$ cat src/rtl/cvt_pkg.sv
package cvt_pkg;
    localparam int SP_EXP_W = 8;
    localparam int SP_MAN_W = 23;
    localparam int HP_EXP_W = 5;
    localparam int HP_MAN_W = 10;
    localparam int SP_W     = 1 + SP_EXP_W + SP_MAN_W;
    localparam int HP_W     = 1 + HP_EXP_W + HP_MAN_W;
    localparam int OUT_W    = SP_W;
    localparam int SP_BIAS  = (1 << (SP_EXP_W - 1)) - 1;
    localparam int HP_BIAS  = (1 << (HP_EXP_W - 1)) - 1;
    // NaN payload split: high bits from the top of the fraction, low bits from the bottom
    localparam int NAN_HI_W = 2;
    localparam int NAN_LO_W = HP_MAN_W - NAN_HI_W;

    typedef enum logic [2:0] {
        CL_ZERO,
        CL_TINY,
        CL_FINITE,
        CL_INF,
        CL_NAN
    } fclass_e;

    typedef struct packed {
        logic invalid;
        logic overflow;
        logic underflow;
        logic inexact;
    } exc_t;

    typedef enum logic {
        ST_IDLE,
        ST_LOADED
    } cvt_state_e;
endpackage

$ cat src/rtl/cvt_classify.sv
module cvt_classify
    import cvt_pkg::*;
#(
    parameter int EXP_W = SP_EXP_W,
    parameter int MAN_W = SP_MAN_W
) (
    input  logic [EXP_W-1:0] exp_i,
    input  logic [MAN_W-1:0] man_i,
    output fclass_e          cls_o,
    output logic             snan_o
);
    localparam logic [EXP_W-1:0] EXP_ONES = '1;

    always_comb begin
        if (exp_i == EXP_ONES) begin
            cls_o = (man_i == '0) ? CL_INF : CL_NAN;
        end else if (exp_i == '0) begin
            cls_o = (man_i == '0) ? CL_ZERO : CL_TINY;
        end else begin
            cls_o = CL_FINITE;
        end
    end

    // quiet bit is the fraction MSB; clear means signaling
    assign snan_o = (cls_o == CL_NAN) && !man_i[MAN_W-1];
endmodule

$ cat src/rtl/cvt_nan_pack.sv
module cvt_nan_pack
    import cvt_pkg::*;
#(
    parameter int SM   = SP_MAN_W,
    parameter int HE   = HP_EXP_W,
    parameter int HM   = HP_MAN_W,
    parameter int HI_W = NAN_HI_W,
    parameter int LO_W = NAN_LO_W
) (
    input  logic          sign_i,
    input  logic [SM-1:0] man_i,
    output logic [HE+HM:0] res_o
);
    logic [HM-1:0] payload;

    assign payload = {man_i[SM-1 -: HI_W], man_i[LO_W-1:0]};

    always_comb begin
        res_o = {sign_i, {HE{1'b1}}, payload};
        if (payload == '0) begin
            res_o[LO_W] = 1'b1;
        end
    end
endmodule

$ cat src/rtl/cvt_finite_round.sv
module cvt_finite_round
    import cvt_pkg::*;
#(
    parameter int SE = SP_EXP_W,
    parameter int SM = SP_MAN_W,
    parameter int HE = HP_EXP_W,
    parameter int HM = HP_MAN_W,
    parameter int SB = SP_BIAS,
    parameter int HB = HP_BIAS
) (
    input  logic           sign_i,
    input  logic [SE-1:0]  exp_i,
    input  logic [SM-1:0]  man_i,
    output logic [HE+HM:0] res_o,
    output exc_t           exc_o
);
    localparam int SIG_W  = SM + 1;
    localparam int DROP   = SM - HM;
    localparam int CAP    = SM + 2;
    localparam int SH_W   = $clog2(CAP + 1);
    localparam int XW     = SIG_W + CAP;
    localparam int EW     = SE + 2;
    localparam int HMAX   = (1 << HE) - 1;
    localparam int REBIAS = SB - HB;
    localparam int RW     = HE + HM + 1;

    // destination biased exponent before rounding
    logic signed [EW-1:0] hexp;
    assign hexp = $signed({2'b00, exp_i}) - $signed(EW'(REBIAS));

    // normal path
    logic [HM-1:0] n_keep;
    logic          n_g, n_s, n_up;
    logic [RW-1:0] n_sum;
    assign n_keep = man_i[SM-1 -: HM];
    assign n_g    = man_i[DROP-1];
    assign n_s    = |man_i[DROP-2:0];
    assign n_up   = n_g & (n_s | n_keep[0]);
    assign n_sum  = {1'b0, hexp[HE-1:0], n_keep} + RW'(n_up);

    // subnormal path: align significand to the smallest subnormal weight
    logic signed [EW-1:0] rs_full;
    logic [SH_W-1:0]      rs;
    logic [XW-1:0]        xs;
    logic [SIG_W-1:0]     s_int;
    logic                 s_g, s_s, s_up;
    logic [SIG_W-1:0]     s_sum;
    assign rs_full = $signed(EW'(DROP + 1)) - hexp;
    assign rs      = (rs_full > $signed(EW'(CAP))) ? SH_W'(CAP) : rs_full[SH_W-1:0];
    assign xs      = {1'b1, man_i, {CAP{1'b0}}} >> rs;
    assign s_int   = xs[XW-1:CAP];
    assign s_g     = xs[CAP-1];
    assign s_s     = |xs[CAP-2:0];
    assign s_up    = s_g & (s_s | s_int[0]);
    assign s_sum   = s_int + SIG_W'(s_up);

    always_comb begin
        res_o = '0;
        exc_o = '0;
        if (hexp >= $signed(EW'(HMAX))) begin
            res_o          = {sign_i, {HE{1'b1}}, {HM{1'b0}}};
            exc_o.overflow = 1'b1;
            exc_o.inexact  = 1'b1;
        end else if (hexp > 0) begin
            if (n_sum[HE+HM-1:HM] == {HE{1'b1}}) begin
                res_o          = {sign_i, {HE{1'b1}}, {HM{1'b0}}};
                exc_o.overflow = 1'b1;
                exc_o.inexact  = 1'b1;
            end else begin
                res_o         = {sign_i, n_sum[HE+HM-1:0]};
                exc_o.inexact = n_g | n_s;
            end
        end else begin
            // tiny before rounding; carry into 0x0400 is allowed
            res_o           = {sign_i, s_sum[HE+HM-1:0]};
            exc_o.inexact   = s_g | s_s;
            exc_o.underflow = s_g | s_s;
        end
    end
endmodule

$ cat src/rtl/f32_to_f16_cvt.sv
module f32_to_f16_cvt
    import cvt_pkg::*;
(
    input  logic             clk,
    input  logic             rst_n,
    input  logic             cvt_en,
    input  logic [SP_W-1:0]  src_bits,
    output logic             res_valid,
    output logic [OUT_W-1:0] res_bits,
    output logic             flg_invalid,
    output logic             flg_overflow,
    output logic             flg_underflow,
    output logic             flg_inexact,
    output logic             exc_sticky
);
    localparam int PAD_W = OUT_W - HP_W;

    logic                src_sign;
    logic [SP_EXP_W-1:0] src_exp;
    logic [SP_MAN_W-1:0] src_man;
    assign src_sign = src_bits[SP_W-1];
    assign src_exp  = src_bits[SP_W-2 -: SP_EXP_W];
    assign src_man  = src_bits[SP_MAN_W-1:0];

    fclass_e          cls;
    logic             is_snan;
    logic [HP_W-1:0]  nan_res;
    logic [HP_W-1:0]  fin_res;
    exc_t             fin_exc;
    logic [HP_W-1:0]  nx_res;
    exc_t             nx_exc;

    cvt_classify #(.EXP_W(SP_EXP_W), .MAN_W(SP_MAN_W)) i_class (
        .exp_i  (src_exp),
        .man_i  (src_man),
        .cls_o  (cls),
        .snan_o (is_snan)
    );

    cvt_nan_pack #(
        .SM(SP_MAN_W), .HE(HP_EXP_W), .HM(HP_MAN_W),
        .HI_W(NAN_HI_W), .LO_W(NAN_LO_W)
    ) i_nan (
        .sign_i (src_sign),
        .man_i  (src_man),
        .res_o  (nan_res)
    );

    cvt_finite_round #(
        .SE(SP_EXP_W), .SM(SP_MAN_W), .HE(HP_EXP_W), .HM(HP_MAN_W),
        .SB(SP_BIAS), .HB(HP_BIAS)
    ) i_round (
        .sign_i (src_sign),
        .exp_i  (src_exp),
        .man_i  (src_man),
        .res_o  (fin_res),
        .exc_o  (fin_exc)
    );

    always_comb begin
        nx_res = {src_sign, {(HP_W-1){1'b0}}};
        nx_exc = '0;
        unique case (cls)
            CL_INF: begin
                nx_res = {src_sign, {HP_EXP_W{1'b1}}, {HP_MAN_W{1'b0}}};
            end
            CL_NAN: begin
                nx_res         = nan_res;
                nx_exc.invalid = is_snan;
            end
            CL_TINY: begin
                nx_exc.underflow = 1'b1;
                nx_exc.inexact   = 1'b1;
            end
            CL_FINITE: begin
                nx_res = fin_res;
                nx_exc = fin_exc;
            end
            default: begin
                nx_res = {src_sign, {(HP_W-1){1'b0}}};
            end
        endcase
    end

    cvt_state_e state, state_nx;

    always_ff @(posedge clk) begin
        if (!rst_n) begin
            state <= ST_IDLE;
        end else begin
            state <= state_nx;
        end
    end

    always_comb begin
        state_nx = state;
        unique case (state)
            ST_IDLE:   state_nx = cvt_en ? ST_LOADED : ST_IDLE;
            ST_LOADED: state_nx = cvt_en ? ST_LOADED : ST_IDLE;
            default:   state_nx = ST_IDLE;
        endcase
    end

    logic [HP_W-1:0] res_q;
    exc_t            exc_q;
    logic            sticky_q;

    always_ff @(posedge clk) begin
        if (!rst_n) begin
            res_q    <= '0;
            exc_q    <= '0;
            sticky_q <= 1'b0;
        end else if (cvt_en) begin
            res_q    <= nx_res;
            exc_q    <= nx_exc;
            sticky_q <= |nx_exc;
        end
    end

    assign res_valid     = (state == ST_LOADED);
    assign res_bits      = {{PAD_W{1'b0}}, res_q};
    assign flg_invalid   = exc_q.invalid;
    assign flg_overflow  = exc_q.overflow;
    assign flg_underflow = exc_q.underflow;
    assign flg_inexact   = exc_q.inexact;
    assign exc_sticky    = sticky_q;
endmodule

$ cat config.mk
export PLATFORM = sky130hd
export DESIGN_NAME = f32_to_f16_cvt
export DESIGN_NICKNAME = d
export VERILOG_FILES = /design/src/rtl/cvt_pkg.sv /design/src/rtl/cvt_classify.sv /design/src/rtl/cvt_nan_pack.sv /design/src/rtl/cvt_finite_round.sv /design/src/rtl/f32_to_f16_cvt.sv
export SDC_FILE = /design/constraint.sdc
export NUM_CORES = 1
export LEC_CHECK = 0
export BUFFER_PORTS_ARGS = -buffer_cell sky130_fd_sc_hd__buf_2
export CAP_MARGIN = 5
export CORE_UTILIZATION = 64
export DETAILED_ROUTE_END_ITERATION = 6
export GPL_TIMING_DRIVEN = 0
export PLACE_DENSITY = 0.95
export SYNTH_ARGS = -nofsm -noshare
export SYNTH_HDL_FRONTEND = slang
export SYNTH_SLANG_ARGS = --single-unit
$ cat constraint.sdc
create_clock -name clk -period 9.44 [get_ports clk]
set_clock_uncertainty 0.15 [all_clocks]
set_input_delay 1.888 -clock clk [delete_from_list [all_inputs] [get_ports clk]]
set_output_delay 1.888 -clock clk [all_outputs]
set_load 0.05 [all_outputs]
==> impl_metrics.env <==
export IMPL_crit_fanout=11
export IMPL_synth_warnings=0
export IMPL_drt_first_pass_iters=7
export IMPL_maxSlewHeadroom_pct=29.11
export IMPL_fp_row_count=31
export IMPL_routed_wl_um=19710
export IMPL_critPathCaptureType="flip-flop"
export IMPL_grt_pass1_wl_um=29890
export IMPL_fin_hold_ws_ns=0.3335
export IMPL_cts_hold_buf=0
export IMPL_place_congestion=1.106
export IMPL_synth_ff_latch_count=22
export IMPL_r2r_cells=4
export IMPL_syn_inst=689
export IMPL_critPathArrivalTime_ns=8.33
export IMPL_core_area_um2=7214
export IMPL_syn_avg_cell_area_um2=6.890
export IMPL_status="finished, violations left"
export IMPL_grt_antenna_before_repair=0
export IMPL_gr_total_overflow=0
export IMPL_power_total_w=0.0006032
export IMPL_clock_sinks=22
export IMPL_grtUsageTotal_pct=50.32
export IMPL_clkPwrFrac_pct=11.6
export IMPL_clockRootBuffer="clkbuf_8"
export IMPL_crit_slowest_cell="buf_1"
export IMPL_antenna_cells=0
export IMPL_nets=803
export IMPL_worstHoldPathType="reg -> reg"
export IMPL_slowest_delay_ns=0.57
export IMPL_area_growth_pct=9.910
export IMPL_layout_drive_gt1_share_pct=18.01
export IMPL_internal_power_w=0.0002650
export IMPL_rsz0062_at_grt="no"
export IMPL_hold_start="res_q[0]$_SDFFE_PN0P_"
export IMPL_p_leak_nw=2.076
export IMPL_setup_worst_path_class="in -> reg"
export IMPL_viasPerCell=7.532
export IMPL_tightest_slew_ns=1.057
export IMPL_holdPathStages=1
export IMPL_grt_pass1_vias=5638
export IMPL_period_share_pct=88.26
export IMPL_ys_flop_type="dfxtp_1"
export IMPL_multi_input_area_um2=3896
export IMPL_reg2reg_to="res_q[4]$_SDFFE_PN0P_"
export IMPL_synth_seq_area_share_pct=9.278
export IMPL_dp_hpwl_um=14940
export IMPL_p_sw_w=0.0003382
export IMPL_synth_edf_count=0
export IMPL_max_clock_path_buffers=2
export IMPL_timing_fmax_mhz=120.0
export IMPL_die_area_um2=7766
export IMPL_syn_area_um2=4747
export IMPL_grt_max_degree=13
export IMPL_peakVddDrop_mv=0.06184
export IMPL_critPathLaunchType="primary input"
export IMPL_reg2reg_slack_ns=8.31
export IMPL_whs_endpoint="res_q[0]$_SDFFE_PN0P_"
export IMPL_insertion_delay_ns=0.27
export IMPL_drt_iter0_drc=1217
export IMPL_fill_cells=630
export IMPL_reg2reg_from="res_q[4]$_SDFFE_PN0P_"
export IMPL_seq_area_um2=440.4
export IMPL_antenna_left=0
export IMPL_ys_types=87
export IMPL_seq_power_share_pct=17.2
export IMPL_cts_max_level=1
export IMPL_cts_tree="yes"
export IMPL_hold_violations=0
export IMPL_setup_tns_final_ns=0
export IMPL_pre_cts_ws_ns=1.297
export IMPL_avgRoutedWirePerCell_um=23.08
export IMPL_cp_required_ns=9.43
export IMPL_portBuffers=47
export IMPL_cts_resized=0
export IMPL_fp_dieW_um=88.13
export IMPL_switching_share_pct=56.07
export IMPL_initial_core_util_pct=65.80
export IMPL_violations="design-rule violations"
export IMPL_finalSetupViolations=0
export IMPL_powerDensity_nw_per_um2=115.6
export IMPL_ios=73
export IMPL_async_reset_ff_share_pct=0
export IMPL_post_cts_buffers=0
export IMPL_final_max_slew_viol_count=0
export IMPL_max_cap_viol_count=0
export IMPL_combPwrFrac_pct=71.1
export IMPL_dieHeight_um=88.13
export IMPL_setup_slack_ns=1.108
export IMPL_fin_crit_ns=8.332
export IMPL_drcViolationCount=5
export IMPL_cts_buffers=3
export IMPL_clk_pin_slew_ns=0.08
export IMPL_num_vias=6432
-- cell families (layout without fill, tap and decap cells) --
group | Yosys count | in the layout | share of synthesized area (%)
AO/OA/AOI/OAI | 260 | 260 | 40.51
XOR/XNOR | 30 | 30 | 5.535
adder cells (fa/ha/maj) | 12 | 12 | 3.163
buffers and inverters | 89 | 140 | 9.831
flip-flops | 22 | 22 | 9.278
multiplexers | 29 | 29 | 6.326
other | 1 | 16 | 0.07900
AND/OR/NAND/NOR | 246 | 246 | 25.28
-- worst max-delay path: cells and delay by family --
kind,cells,cell delay [ns]
AOI/OAI and AO/OA,9,1.92
xor gates and xnor gates,1,0.22
and+or+nand+nor,3,0.36
buffers and inverters,9,2.68
muxes,1,0.41
adders and majority gates,3,0.82
-- metrics by stage --
stage                     instances  utilization, %  instance area, µm²
after detailed placement        850           71.56                5162
after floorplan                 704               -                4803
after CTS                       854           72.32                5218
after global placement          850           71.56                5162
after global routing            854           72.32                5218
final                           854           72.32                5218
-- metal layers --
layer	share of wire, %	vias to the layer above	global-route usage (%)
met1	36	2878	62.39
met2	41	647	76.39
met5	0	-	0
li1	-	2734	-
met3	17	173	22.53
met4	5.9	0	19.21
-- flip-flops by register name, indices dropped and copies added (netlist names) --
| signal | flops |
|---|---|
| res_q | 16 |
| exc_sticky | 1 |
| flg_inexact | 1 |
| flg_invalid | 1 |
| flg_overflow | 1 |
| flg_underflow | 1 |
| res_valid | 1 |
-- cell usage after synthesis (all sizes together) (15+ instances only) --
library cell	instances	area, µm²
clkbuf	23	86.33
nor3	22	110.1
a31oi	18	125.1
nor2	50	187.7
o21ai	57	307.8
inv	18	67.56
nand4	15	93.84
nand3	32	170.2
mux2i	24	240.2
nand2	72	270.3
buf	48	312.8
xnor2	22	192.7
a21oi	57	296.5
o211ai	18	145.1
dfxtp	22	440.4
a211oi	20	190.2
-- power by group through the flow --
stage	Combinational (W)	Clock (W)	Sequential, W
floorplan	0.000268	0	0.000131
global placement	0.000393	0	0.000105
detailed placement	0.000400	0	0.000106
CTS	0.000402	0.0000689	0.000104
global route	0.000445	0.0000722	0.000105
finish	0.000429	0.0000703	0.000104
-- placed cells by master (no fill, tap or decap), types with 4 or more instances in the layout --
master	netlist	layout
nand2_1	72	72
a21o_1	7	7
mux2i_1	24	24
o21ai_0	46	46
buf_1	6	6
o211a_1	4	4
and3_1	9	9
o211ai_1	16	16
a211oi_1	15	15
nand4_1	15	15
dfxtp_1	22	22
clkbuf_8	0	4
ha_1	12	12
nor2b_1	11	11
or3_1	7	7
o21ai_2	6	6
mux2_2	4	4
buf_2	16	63
a22oi_1	6	6
xor2_1	8	8
nor2_1	50	50
o2111ai_1	7	7
conb_1	1	16
clkbuf_1	23	23
buf_6	4	4
a21oi_1	54	54
a31oi_1	16	16
a32oi_1	4	4
nor3_1	22	22
nand3_1	30	30
buf_4	22	22
nor4_1	9	9
inv_1	17	17
o21ai_1	5	5
o221ai_1	5	5
o22ai_1	7	7
xnor2_1	22	22
-- cell type report --
type	count	area share, %
buffer	71	7.650
clock buffer	4	1.055
inverter	18	1.295
multi-input combinational	593	74.68
sequential	22	8.441
tap	99	2.374
timing repair buffer	47	4.508
-- worst max path at each step --
stage / slack, ns / cells past startpoint / startpoint / end
after floorplan: 2.97 / 24 / src_bits[23] / res_q[13]$_SDFFE_PN0P_
after global placement: 1.42 / 26 / src_bits[23] / res_q[14]$_SDFFE_PN0P_
after detailed placement: 1.30 / 26 / src_bits[23] / res_q[14]$_SDFFE_PN0P_
after CTS: 1.58 / 26 / src_bits[23] / res_q[14]$_SDFFE_PN0P_
after global routing: 0.87 / 26 / src_bits[23] / res_q[14]$_SDFFE_PN0P_
final: 1.11 / 26 / src_bits[23] / res_q[12]$_SDFFE_PN0P_
Note: power is estimated with default switching activity, not from simulation.
